--- src/rtl/strap_led_pkg.sv ---
package strap_led_pkg;

    localparam int unsigned NUM_PINS = 5;

    // Pin positions; the polarity of each is tied to the strap captured on it
    localparam int unsigned PIN_ACT  = 0;
    localparam int unsigned PIN_COL  = 1;
    localparam int unsigned PIN_LINK = 2;
    localparam int unsigned PIN_TX   = 3;
    localparam int unsigned PIN_RX   = 4;

    typedef enum logic [1:0] {
        ST_SAMPLE = 2'd0,
        ST_SETTLE = 2'd1,
        ST_DRIVE  = 2'd2
    } pin_state_e;

endpackage

--- src/rtl/strap_sync.sv ---
module strap_sync #(
    parameter int unsigned WIDTH  = 5,
    parameter int unsigned STAGES = 2
) (
    input  logic             clk,
    input  logic [WIDTH-1:0] d_in,
    output logic [WIDTH-1:0] d_out
);

    // No reset: the chain must keep sampling while reset is held
    logic [WIDTH-1:0] chain [STAGES];

    always_ff @(posedge clk) begin
        chain[0] <= d_in;
    end

    for (genvar s = 1; s < STAGES; s++) begin : g_stage
        always_ff @(posedge clk) begin
            chain[s] <= chain[s-1];
        end
    end

    assign d_out = chain[STAGES-1];

endmodule

--- src/rtl/event_stretch.sv ---
module event_stretch #(
    parameter int unsigned STRETCH_CYCLES = 65536
) (
    input  logic clk,
    input  logic rst_n,
    input  logic evt,
    output logic lit
);

    localparam int unsigned CW = $clog2(STRETCH_CYCLES + 1);
    localparam logic [CW-1:0] LOAD = CW'(STRETCH_CYCLES);

    logic [CW-1:0] remain;

    always_ff @(posedge clk or negedge rst_n) begin
        if (!rst_n) begin
            remain <= '0;
        end else if (evt) begin
            remain <= LOAD;
        end else if (remain != '0) begin
            remain <= remain - 1'b1;
        end
    end

    assign lit = (remain != '0);

endmodule

--- src/rtl/strap_led_ctrl.sv ---
module strap_led_ctrl
    import strap_led_pkg::*;
#(
    parameter int unsigned STRETCH_CYCLES = 65536,
    parameter int unsigned SYNC_STAGES    = 2
) (
    input  logic                clk,
    input  logic                rst_n,
    input  logic [NUM_PINS-1:0] pin_in,
    output logic [NUM_PINS-1:0] pin_out,
    output logic [NUM_PINS-1:0] pin_oe,
    input  logic                evt_activity,
    input  logic                evt_collision,
    input  logic                link_up,
    input  logic                evt_tx,
    input  logic                evt_rx,
    output logic [NUM_PINS-1:0] mgmt_addr,
    output logic                mgmt_addr_valid
);

    pin_state_e state_q, state_d;
    logic [NUM_PINS-1:0] strap_sync_lv;
    logic [NUM_PINS-1:0] addr_q;
    logic                valid_q;
    logic [NUM_PINS-1:0] evt_vec;
    logic [NUM_PINS-1:0] lit_vec;
    logic                drive_en;

    strap_sync #(
        .WIDTH  (NUM_PINS),
        .STAGES (SYNC_STAGES)
    ) u_sync (
        .clk   (clk),
        .d_in  (pin_in),
        .d_out (strap_sync_lv)
    );

    // Event routing per pin position
    always_comb begin
        evt_vec           = '0;
        evt_vec[PIN_ACT]  = evt_activity;
        evt_vec[PIN_COL]  = evt_collision;
        evt_vec[PIN_TX]   = evt_tx;
        evt_vec[PIN_RX]   = evt_rx;
    end

    for (genvar i = 0; i < NUM_PINS; i++) begin : g_led
        if (i == PIN_LINK) begin : g_level
            assign lit_vec[i] = link_up;
        end else begin : g_pulse
            event_stretch #(
                .STRETCH_CYCLES (STRETCH_CYCLES)
            ) u_stretch (
                .clk   (clk),
                .rst_n (rst_n),
                .evt   (evt_vec[i]),
                .lit   (lit_vec[i])
            );
        end
    end

    // State register
    always_ff @(posedge clk or negedge rst_n) begin
        if (!rst_n) begin
            state_q <= ST_SAMPLE;
        end else begin
            state_q <= state_d;
        end
    end

    // Next state
    always_comb begin
        state_d = state_q;
        unique case (state_q)
            ST_SAMPLE: state_d = ST_SETTLE;
            ST_SETTLE: state_d = ST_DRIVE;
            ST_DRIVE:  state_d = ST_DRIVE;
            default:   state_d = ST_SAMPLE;
        endcase
    end

    // Address capture on the SAMPLE -> SETTLE edge
    always_ff @(posedge clk or negedge rst_n) begin
        if (!rst_n) begin
            addr_q  <= '0;
            valid_q <= 1'b0;
        end else if (state_q == ST_SAMPLE) begin
            addr_q  <= strap_sync_lv;
            valid_q <= 1'b1;
        end
    end

    // Outputs
    always_comb begin
        drive_en = 1'b0;
        unique case (state_q)
            ST_SAMPLE: drive_en = 1'b0;
            ST_SETTLE: drive_en = 1'b0;
            ST_DRIVE:  drive_en = 1'b1;
            default:   drive_en = 1'b0;
        endcase
        pin_oe  = {NUM_PINS{drive_en}};
        pin_out = drive_en ? (addr_q ^ lit_vec) : '0;
    end

    assign mgmt_addr       = addr_q;
    assign mgmt_addr_valid = valid_q;

endmodule

--- config.mk ---
export PLATFORM = sky130hd
export DESIGN_NAME = strap_led_ctrl
export DESIGN_NICKNAME = d
export VERILOG_FILES = /design/src/rtl/strap_led_pkg.sv /design/src/rtl/strap_sync.sv /design/src/rtl/event_stretch.sv /design/src/rtl/strap_led_ctrl.sv
export SDC_FILE = /design/constraint.sdc
export NUM_CORES = 1
export LEC_CHECK = 0
export ABC_AREA = 1
export BUFFER_PORTS_ARGS = -buffer_cell sky130_fd_sc_hd__buf_2
export CORE_MARGIN = 8
export CORE_UTILIZATION = 30
export DETAILED_ROUTE_END_ITERATION = 16
export PLACE_DENSITY = 0.54
export SYNTH_ARGS = -nofsm -noshare
export SYNTH_HDL_FRONTEND = slang
export SYNTH_SLANG_ARGS = --single-unit
--- constraint.sdc ---
create_clock -name clk -period 4.1 [get_ports clk]
set_input_delay 0.82 -clock clk [delete_from_list [all_inputs] [get_ports clk]]
set_output_delay 0.82 -clock clk [all_outputs]
set_load 0.005 [all_outputs]
Word-level counts from Yosys, hierarchy flattened
Memory sizes are Yosys's and may differ from the RTL's. A register that Yosys moved wholly into a read port is not among the register bits.
Index checks and enable logic that the tools add are counted.
W data, S select, Z words.
{"block": "op_classes", "bitwise": 1, "n_mux": 11, "reduce_logical": 11, "add_sub_neg": 4, "eq_ne": 2}
{"op": "$mux W17", "count": 8}
{"op": "$reduce_bool A17 Y1", "count": 4}
{"op": "$sub A17 B1 Y17 const B", "count": 4}
{"op": "$reduce_bool A2 Y1", "count": 4}
{"op": "$mux W5", "count": 1}
{"op": "$xor A5 B5 Y5", "count": 1}
{"op": "$pmux W2 S2", "count": 1}
{"op": "$eq A2 B1 Y1 const B", "count": 1}
{"op": "$eq A2 B2 Y1 const B", "count": 1}
{"op": "$logic_not A2 Y1", "count": 1}
{"op": "$reduce_or A2 Y1", "count": 1}
{"op": "$logic_not A1 Y1", "count": 1}
{"op": "$mux W1", "count": 1}
{"block": "totals", "ramBits": 10, "memories": 1, "regBits": 71, "inputBits": 12, "output_inout_bits": 16}
{"memory": "u_sync.chain", "depth": 2, "word_bits": 5, "read_ports": 2, "rd_clocked_by_memory_dff": 1, "wr": 2, "line_no": "strap_sync.sv:11", "text": "logic [WIDTH-1:0] chain [STAGES];"}

Logic depth before layout (Yosys ltp)
Gate-level depths: netlist of the first run.
{"block": "logic_depth", "depth_word": 3, "depth_mapped": 9}

Modules after synthesis
Synthesis of the first run repeated with hierarchy kept, for this count alone.
{"block": "unflattened", "hier_cells": 658, "area_unflattened_um2": 4923.5}
{"module": "event_stretch", "n_inst": 4, "area_per_inst_um2": 1061.0, "seq_area_each_um2": 425.4, "cells_per_inst": 147}
{"module": "strap_led_ctrl", "n_inst": 1, "area_per_inst_um2": 441.7, "seq_area_each_um2": 200.2, "cells_per_inst": 55}
{"module": "strap_sync", "n_inst": 1, "area_per_inst_um2": 237.7, "seq_area_each_um2": 200.2, "cells_per_inst": 15}

Least setup slack after synthesis of the first run
Ideal clock, no wire load.
{"block": "synth_timing", "kind": "register to output", "startpoint": "register g_led[1].g_pulse.u_stretch.remain[0]", "endpoint": "output port pin_out[1]", "path_stages_with_launch": 10, "t_arrival_ns": 1.415, "path_slack_ns": 1.865, "required_time_ns": 3.280, "n_path_buf": 1, "path_cell_list": "dfrtp_1 > inv_1 > ha_1 > nand2_2 > nor2_4 > nand3_4 > buf_6 > nand2_1 > nand2_1 > nor2_1"}
{"block": "synth_between", "elab_chain_cells": 3}
{"item": "start, declared", "line_no": "event_stretch.sv:13", "text": "logic [CW-1:0] remain;"}
{"item": "start signal, assigned", "line_no": "event_stretch.sv:21", "text": "remain <= remain - 1'b1;"}
{"item": "$reduce_bool A17 Y1", "line_no": "event_stretch.sv:25", "text": "assign lit = (remain != '0);"}
{"item": "$xor A5 B5 Y5", "line_no": "strap_led_ctrl.sv:103", "text": "pin_out = drive_en ? (addr_q ^ lit_vec) : '0;"}
{"item": "$mux W5", "line_no": "strap_led_ctrl.sv:103"}
{"item": "end, declared", "line_no": "strap_led_ctrl.sv:10", "text": "output logic [NUM_PINS-1:0] pin_out,"}
Every way passes these cells.

Final worst setup path of the first run
Same ends and word-level chain as after synthesis.

==> flow_summary.yaml, run 1 <==
critical_path:
  rr_startpoint: "g_led[4].g_pulse.u_stretch.remain[0]"
  path_class: "register to output port"
  arrival_ns: 1.96
  critPathLaunchType: "register"
  crit_start: "g_led[1].g_pulse.u_stretch.remain[0]"
  critPathSlowestCell: "dfrtp_1"
  critical_path.most_common_cell: "nand2_1"
  crit_path_end_kind: "output port"
  slowest_delay_ns: 0.40
  worstPathMaxFanout: 11
  crit_chain: "inv_1 -> ha_1 -> nand2_2 -> nor2_4 -> nand3_4 -> nand2_1 -> nand2_1 -> nor2_1 -> buf_2"
  cp.required_ns: 3.28
run:
  max_cap_viol_count: 0
floorplanning:
  coreArea_sq_mm: 0.01571
  die_y_um: 142.0
  start_util_pct: 30.30
  dieArea_sq_mm: 0.02016
  std_cell_rows: 46
  die_x_um: 142.0
  io_pins: 28
finish:
  final_common_cell: "nand2_1"
  diodes: 0
  finish.utilization_pct: 34.07
  finalNonFillerCells: 904
  drive_gt1_share_pct: 12.50
  layout_common_cells: "nand2_1, nor2_1, inv_1"
  final_cell_area_sq_mm: 0.005353
  nets: 702
  area_growth_pct: 12.43
placement:
  dp_cells: 888
  place_ws_ns: 1.668
  io_buffers: 27
  placed_area_sq_mm: 0.005069
  place_hpwl_um: 7004
  gp_congestion: 0.8071
detailed_routing:
  dr.pass1.iters: 5
  drcViolationCount: 0
  wl_per_cell_um: 10.99
  viasPerCell: 4.250
  ant_nets: 0
  drt_wl_total_um: 9934
  vias: 3842
  drtIter0Drc: 127
sta:
  finClkSkew_ns: 0.007343
  fin_setup_tns_ns: 0
  hold_viol: 0
  period_minus_slack_ns: 2.780
  finalCritPeriodShare_pct: 67.80
  grt_setup_unrepaired: "no"
  fin_ws_ns: 1.320
  tightest_slew_ns: 0.9915
  max_freq_mhz: 359.7
  setup_viol: 0
  final-max-slew-violation-count: 0
  relSlewSlack_pct: 33.90
logic_synthesis:
  post_synth.cell_area_avg_sq_um: 7.235
  yosysSeqAreaShare_pct: 44.15
  syn_inst: 658
  synth.distinct_cells: 20
  syn_area_sq_mm: 0.004761
  ys_ff_latch: 86
  synth_warnings: 0
  synth_nets: 677
grt:
  grt_pass1_wl_um: 17260
  grt_antenna_before_repair: 0
  gr-usage-all-layers_pct: 10.60
  grt_max_degree: 77
  globalRoute.totalOverflow: 0
  grt_pass1_vias: 3646
hold_path:
  hold_path_class: "register to register"
  hp-start: "u_sync.chain[0][4]"
clock_tree:
  cts_buffer_depth: 2
  cts.clk_slew.worst_paths_ns: 0.06
  ctsRootBufferMaster: "clkbuf_16"
  post_cts_buffers: 0
  h-tree-depth: 3
  cts_tree: "yes"
  cts_inserted_buffers: 9
  cts_hold_buf: 0
  clkSinkCount: 86
  cts_resized: 0
  insertion_delay_ns: 0.34
run_status:
  status: "finished, final reports clean"
power:
  peakVddDrop_v: 0.0002981
  cellLeakagePower_nw: 2.887
  power.density_mw_per_mm2: 555.8
[cell type report]
class / instances / area [sq um]
clock buffers: 12 / 236.5
clock inverters: 4 / 47.55
fillers: 1671 / 10360
inverters: 86 / 322.8
multi-input cells: 473 / 2236
flip-flops and latches: 86 / 2102
well taps: 216 / 270.3
repair buffers: 27 / 137.6
[worst paths after layout]
kind / slack (ns) / to / cells after the start
max: 1.32 / pin_out[1] / 9
max reg2reg: 2.35 / g_led[4].g_pulse.u_stretch.remain[10] / 7
min in group asynchronous: 0.63 / g_led[3].g_pulse.u_stretch.remain[1] / 1
max in group asynchronous: 2.82 / g_led[1].g_pulse.u_stretch.remain[13] / 1
min reg2reg: 0.33 / u_sync.chain[1][4] / 0
min: 0.33 / u_sync.chain[1][4] / 0
[synthesized netlist by cell type]
cell type    n  share of area, %
nand2_1    181                14
nand3_2      1              0.21
or2_2       12               1.6
nor2_2      11               1.4
clkinv_1     2              0.16
nand2_2      9               1.2
ha_1         7               1.8
nand3_1     69               7.3
nand3_4      3               1.1
dfxtp_1     10               4.2
buf_4        5              0.79
buf_2        2              0.21
nand4_1     20               2.6
inv_1       84               6.6
nor2_1     134                11
o21bai_1    16               2.5
dfrtp_1     76                40
nor2_4      10               2.4
buf_6        4              0.95
clkbuf_1     2              0.16
[layer usage]
metal  up-vias  track usage [%]  routed length, um
met5         -                0                  0
met2        39            16.51               4470
li1       2086                -                  -
met4         0            4.918                202
met1      1706            13.73               4983
met3        11            2.348                278
[report_power, final]
part	total, W	internal [W]	leakage [nW]	switching [W]
registers	0.00114	0.000990	1.08	0.000148
clock network	0.000802	0.000471	0.137	0.000331
logic	0.00104	0.000375	1.68	0.000660
[stage by stage]
step | power [W] | hold slack [ns]
after global routing | 0.003240 | 0.3381
after global placement | 0.002189 | 0.3099
after floorplan | 0.001989 | 0.3096
after CTS | 0.003018 | 0.3262
after detailed placement | 0.002196 | 0.3121
final | 0.002975 | 0.3252
[flip-flops by register name, indices dropped and copies added (netlist names)]
name	count
state_q	2
g_led.g_pulse.u_stretch.remain	68
mgmt_addr	5
mgmt_addr_valid	1
u_sync.chain	10
[logic make-up (layout without fill, tap and decap cells)]
group / count (synthesis) / in the layout / share of synthesized area [%]
AO/OA/AOI/OAI: 16 / 16 / 2.523
adder cells (fa/ha/maj): 7 / 7 / 1.840
buffers and inverters: 99 / 129 / 8.883
flip-flops: 86 / 86 / 44.15
AND/OR/NAND/NOR: 450 / 450 / 42.60
[critical path: cells and delay by family, from the launching register on]
| kind | cells | cell delay [ns] |
|---|---|---|
| flip-flops | 1 | 0.40 |
| buffers and inverters | 2 | 0.28 |
| AND/OR/NAND/NOR | 6 | 0.72 |
| adder cells (fa/ha/maj) | 1 | 0.23 |
Note: power is estimated with default switching activity, not from simulation.
==> run 2, diff against run 1 <==
==> constraint.sdc (replaced) <==
create_clock -name clk -period 2.56 [get_ports clk]
set_input_delay 0.512 -clock clk [delete_from_list [all_inputs] [get_ports clk]]
set_output_delay 0.512 -clock clk [all_outputs]
set_load 0.005 [all_outputs]
==> run 2 against run 1 <==
Against the previous run: core utilization grew 0.43 points; critical path type unchanged; count of clock-buffer cells in the layout is the same; register-to-register slack lost 1.6 ns; sequential share of layout area shrank 0.49 points; cell count grew 0.55%; critical path depth is the same; routed wire length grew 0.55%; non-clock buffer count grew 5; highest routed layer unchanged; first-iteration DRC count grew 0.79%; final area grew 1.3%; largest cell class unchanged.
==> flow_summary.yaml, run 2 (synthesis gave the netlist of run 1 again) <==
sta:
  grt_setup_unrepaired: "no"
  finClkSkew_ns: 0.008303
  finalCritPeriodShare_pct: 92.79
  setup_viol: 0
  hold_viol: 0
  fin_ws_ns: 0.1845
  relSlewSlack_pct: 61.77
  period_minus_slack_ns: 2.376
  final-max-slew-violation-count: 0
  max_freq_mhz: 421.0
  fin_setup_tns_ns: 0
  tightest_slew_ns: 0.5734
grt:
  grt_pass1_vias: 3662
  gr-usage-all-layers_pct: 10.88
  grt_antenna_before_repair: 0
  globalRoute.totalOverflow: 0
  grt_pass1_wl_um: 17510
  grt_max_degree: 38
floorplanning:
  dieArea_sq_mm: 0.02016
  io_pins: 28
  coreArea_sq_mm: 0.01571
  start_util_pct: 30.30
  die_y_um: 142.0
  std_cell_rows: 46
  die_x_um: 142.0
critical_path:
  crit_start: "g_led[3].g_pulse.u_stretch.remain[0]"
  cp.depth: 9
  r2r_slack_ns: 0.80
  cp-endpoint: "pin_out[3]"
  crit_path_end_kind: "output port"
  slowest_delay_ns: 0.37
  critPathLaunchType: "register"
  critPathSlowestCell: "dfrtp_1"
  rr_startpoint: "g_led[1].g_pulse.u_stretch.remain[0]"
  crit_chain: "inv_1 -> ha_1 -> nand2_2 -> nor2_4 -> nand3_4 -> nand2_1 -> nand2_1 -> nor2_1 -> buf_2"
  worstPathMaxFanout: 10
  path_delay_family: "simple AND/OR/NAND/NOR gates"
  critical_path.most_common_cell: "nand2_1"
  path_buf_inv: 2
  r2r-end: "g_led[1].g_pulse.u_stretch.remain[0]"
  path_class: "register to output port"
  arrival_ns: 1.86
  cp.required_ns: 2.05
  reg2regPathDepth: 9
detailed_routing:
  ant_nets: 0
  drcViolationCount: 0
  viasPerCell: 4.308
  vias: 3916
  drt_wl_total_um: 9989
  drtIter0Drc: 128
  dr.pass1.iters: 4
  wl_per_cell_um: 10.99
finish:
  area_growth_pct: 13.85
  final_common_cell: "nand2_1"
  fillCellCount: 1660
  diodes: 0
  drive_gt1_share_pct: 13.56
  nets: 707
  regMostFlops: "g_led.g_pulse.u_stretch.remain"
  layout_common_cells: "nand2_1, nor2_1, inv_1"
  largest_reg_flops: 68
  final_cell_area_sq_mm: 0.005420
hold_path:
  hold_path_class: "input pin to asynchronous set/reset pin"
clock_tree:
  ctsRootBufferMaster: "clkbuf_16"
  cts.clk_slew.worst_paths_ns: 0.06
  cts_tree: "yes"
  cts_buffer_depth: 2
  cts_inserted_buffers: 9
  clkSinkCount: 86
  h-tree-depth: 3
  insertion_delay_ns: 0.34
  cts_hold_buf: 0
placement:
  io_buffers: 27
  place_ws_ns: 0.4440
  place_hpwl_um: 7256
  placed_area_sq_mm: 0.005104
  gp_congestion: 0.7936
power:
  cellLeakagePower_nw: 2.929
  power.density_mw_per_mm2: 892.9
  peakVddDrop_v: 0.0004717
run_status:
  status: "finished, final reports clean"
run:
  max_cap_viol_count: 0
## run 2: per-stage QoR
stage / hold slack (ns) / total power, W / utilization (%) / std cells
6_report: 0.01690 / 0.004840 / 34.50 / 909
4_1_cts: 0.01285 / 0.004902 / 34.40 / 907
2_1_floorplan: 0.2164 / 0.003185 / - / 658
5_1_grt: 0.02611 / 0.005282 / 34.50 / 909
3_3_place_gp: 0.3096 / 0.003512 / 32.48 / 891
3_5_place_dp: 0.3132 / 0.003527 / 32.48 / 891
## run 2: power by group
part           internal, W  leakage [nW]  total, W  switching (W)
registers          0.00159          1.08   0.00182       0.000238
clock network     0.000805         0.152   0.00134       0.000540
logic             0.000607          1.70   0.00167        0.00107
total              0.00300          2.93   0.00484        0.00184
## run 2: cell type report
type | count | area (sq um) | share of cell area, %
inverters | 86 | 322.8 | 5.956
well taps | 216 | 270.3 | 4.986
multi-input cells | 473 | 2236 | 41.25
repair buffers | 32 | 187.7 | 3.463
clock buffers | 12 | 256.5 | 4.732
clock inverters | 4 | 45.04 | 0.8310
flip-flops and latches | 86 | 2102 | 38.78
## run 2: routing by layer
metal,vias to the layer above,wire length (um),track usage (%)
met5,-,0,0
met2,46,4451,17.30
met3,13,200,2.013
met4,0,212,5.427
li1,2097,-,-
met1,1760,5124,13.94
## run 2: repair_timing
item                                   CTS  global route
endpoints found under the hold margin    0             0
setup endpoints to repair                0             1
buffers inserted                         0             2
gates resized for setup                  0             1
## run 2: worst min path at each step
stage | from | to | slack [ns]
detailed placement | u_sync.chain[0][4] | u_sync.chain[1][4] | 0.31
global placement | u_sync.chain[0][1] | u_sync.chain[1][1] | 0.31
global route | rst_n | g_led[3].g_pulse.u_stretch.remain[8] | 0.03
floorplan | rst_n | g_led[0].g_pulse.u_stretch.remain[0] | 0.22
CTS | rst_n | g_led[3].g_pulse.u_stretch.remain[0] | 0.01
finish | rst_n | g_led[3].g_pulse.u_stretch.remain[0] | 0.02
==> run 3, diff against run 2 <==
--- a/config.mk
+++ b/config.mk
@@ -10,7 +10,7 @@
 export CORE_MARGIN = 8
 export CORE_UTILIZATION = 30
 export DETAILED_ROUTE_END_ITERATION = 16
-export PLACE_DENSITY = 0.54
+export PLACE_DENSITY = 0.56
 export SYNTH_ARGS = -nofsm -noshare
 export SYNTH_HDL_FRONTEND = slang
 export SYNTH_SLANG_ARGS = --single-unit
==> constraint.sdc (replaced) <==
create_clock -name clk -period 1.9 [get_ports clk]
set_input_delay 0.38 -clock clk [delete_from_list [all_inputs] [get_ports clk]]
set_output_delay 0.38 -clock clk [all_outputs]
set_load 0.005 [all_outputs]
==> run 3 against run 2 <==
Against the previous run: the run now ends with setup timing left; worst setup slack got worse by 0.22 ns; power rose by 57%; combinational power rose by 99%; global-route usage rose by 0.98 points; final area rose by 15%; hold slack improved by 0.13 ns; count of clock-buffer cells in the layout did not move; sequential cell count did not move; critical path type unchanged; largest power group is now combinational logic.
==> flow_summary.yaml, run 3 (synthesis gave the netlist of run 1 again) <==
run_status:
  status: "finished with violations"
  violations: "setup timing"
sta:
  fin_ws_ns: -0.03396
  grt_setup_unrepaired: "yes"
  max_freq_mhz: 517.1
  fin_setup_tns_ns: -0.04243
  hold_viol: 0
  period_minus_slack_ns: 1.934
  holdWs_ns: 0.1440
  final-max-slew-violation-count: 0
  finalCritPeriodShare_pct: 101.8
  relSlewSlack_pct: 64.81
  tightest_slew_ns: 0.5245
  finClkSkew_ns: 0.01287
  setup_viol: 2
clock_tree:
  cts_inserted_buffers: 9
  cts_buffer_depth: 2
  insertion_delay_ns: 0.34
  h-tree-depth: 3
  cts.clk_slew.worst_paths_ns: 0.07
  ctsRootBufferMaster: "clkbuf_16"
  clkSinkCount: 86
  cts_tree: "yes"
floorplanning:
  die_x_um: 142.0
  dieArea_sq_mm: 0.02016
  std_cell_rows: 46
  start_util_pct: 30.30
  die_y_um: 142.0
  coreArea_sq_mm: 0.01571
  io_pins: 28
critical_path:
  slowest_delay_ns: 0.42
  arrival_ns: 1.55
  worstPathMaxFanout: 3
  crit_path_end_kind: "output port"
  path_class: "register to output port"
  critPathSlowestCell: "dfrtp_1"
  path_buf_inv: 1
  crit_chain: "nor2_2 -> nand2_2 -> nor2_4 -> nand3_4 -> nand2_1 -> nand2_1 -> nor2_1 -> buf_2"
  critical_path.most_common_cell: "nand2_1"
  path_delay_family: "simple AND/OR/NAND/NOR gates"
  cp.required_ns: 1.52
  critPathLaunchType: "register"
run:
  max_cap_viol_count: 0
hold_path:
  hold_path_class: "input pin to register"
detailed_routing:
  drt_wl_total_um: 11470
  drtIter0Drc: 144
  drcViolationCount: 0
  wl_per_cell_um: 11.52
  viasPerCell: 4.393
  vias: 4371
  dr.pass1.iters: 5
  ant_nets: 0
finish:
  largest_reg_flops: 68
  finalNonFillerCells: 995
  diodes: 0
  final_common_cell: "nand2_1"
  layout_common_cells: "nand2_1, nor2_1, buf_4"
  nets: 793
  area_growth_pct: 30.78
  drive_gt1_share_pct: 27.21
  regMostFlops: "g_led.g_pulse.u_stretch.remain"
grt:
  grt_pass1_wl_um: 19550
  grt_max_degree: 31
  gr-usage-all-layers_pct: 11.86
  globalRoute.totalOverflow: 0
  grt_pass1_vias: 4237
  grt_antenna_before_repair: 0
power:
  peakVddDrop_v: 0.0006266
  power.density_mw_per_mm2: 1219
  cellLeakagePower_nw: 3.373
placement:
  io_buffers: 27
  place_ws_ns: 0.1591
  gp_congestion: 0.7992
  dp_cells: 899
  place_hpwl_um: 7262
run 3: final timing paths:
| check | from | endpoint | slack (ns) | cells after the start |
|---|---|---|---|---|
| worst max register to register | g_led[3].g_pulse.u_stretch.remain[6] | g_led[3].g_pulse.u_stretch.remain[10] | 0.02 | 15 |
| max in group asynchronous | rst_n | state_q[1] | 0.95 | 3 |
| worst max-delay path | g_led[3].g_pulse.u_stretch.remain[8] | pin_out[3] | -0.03 | 8 |
| min in group asynchronous | rst_n | g_led[3].g_pulse.u_stretch.remain[6] | 0.42 | 2 |
| worst min-delay path | pin_in[4] | u_sync.chain[0][4] | 0.14 | 1 |
| worst min register to register | u_sync.chain[0][1] | u_sync.chain[1][1] | 0.33 | 0 |
run 3: timing repair:
item                                    in CTS  in global routing
endpoints found under the setup margin       4                 17
buffers inserted                            60                 19
gates resized for setup                     33                 14
gates cloned                                 0                  1
hold endpoints to repair                     8                  0
pin swaps                                   19                 23
hold buffers                                 1                  0
run 3: report_power, final:
part	switching (W)	internal, W
Sequential	0.000307	0.00214
Combinational	0.00179	0.00154
Clock	0.000704	0.00112
Total	0.00280	0.00479
run 3: layout make-up:
| cell class | instances | area (sq um) |
|---|---|---|
| Sequential cell | 86 | 2105 |
| Multi-Input combinational cell | 474 | 2390 |
| Tap cell | 216 | 270.3 |
| Timing Repair Buffer | 117 | 828.3 |
| Inverter | 86 | 322.8 |
| Fill cell | 1581 | 9487 |
| Clock buffer | 12 | 266.5 |
| Clock inverter | 4 | 43.79 |
run 3: through the flow:
step / util (%) / instance area (sq um) / power [W]
3_5_place_dp: 32.86 / 5164 / 0.004766
4_1_cts: 38.48 / 6046 / 0.007381
6_report: 39.62 / 6226 / 0.007592
3_3_place_gp: 32.86 / 5164 / 0.004748
2_1_floorplan: - / 4761 / 0.004291
5_1_grt: 39.62 / 6226 / 0.008170
run 3: layer usage:
| layer | GRT usage (%) | part of all wire, % | vias to the layer above |
|---|---|---|---|
| li1 | - | - | 2266 |
| met1 | 14.36 | 46 | 2029 |
| met2 | 20.38 | 49 | 60 |
| met3 | 2.080 | 2.5 | 16 |
| met4 | 4.975 | 2.0 | 0 |
| met5 | 0 | 0 | - |
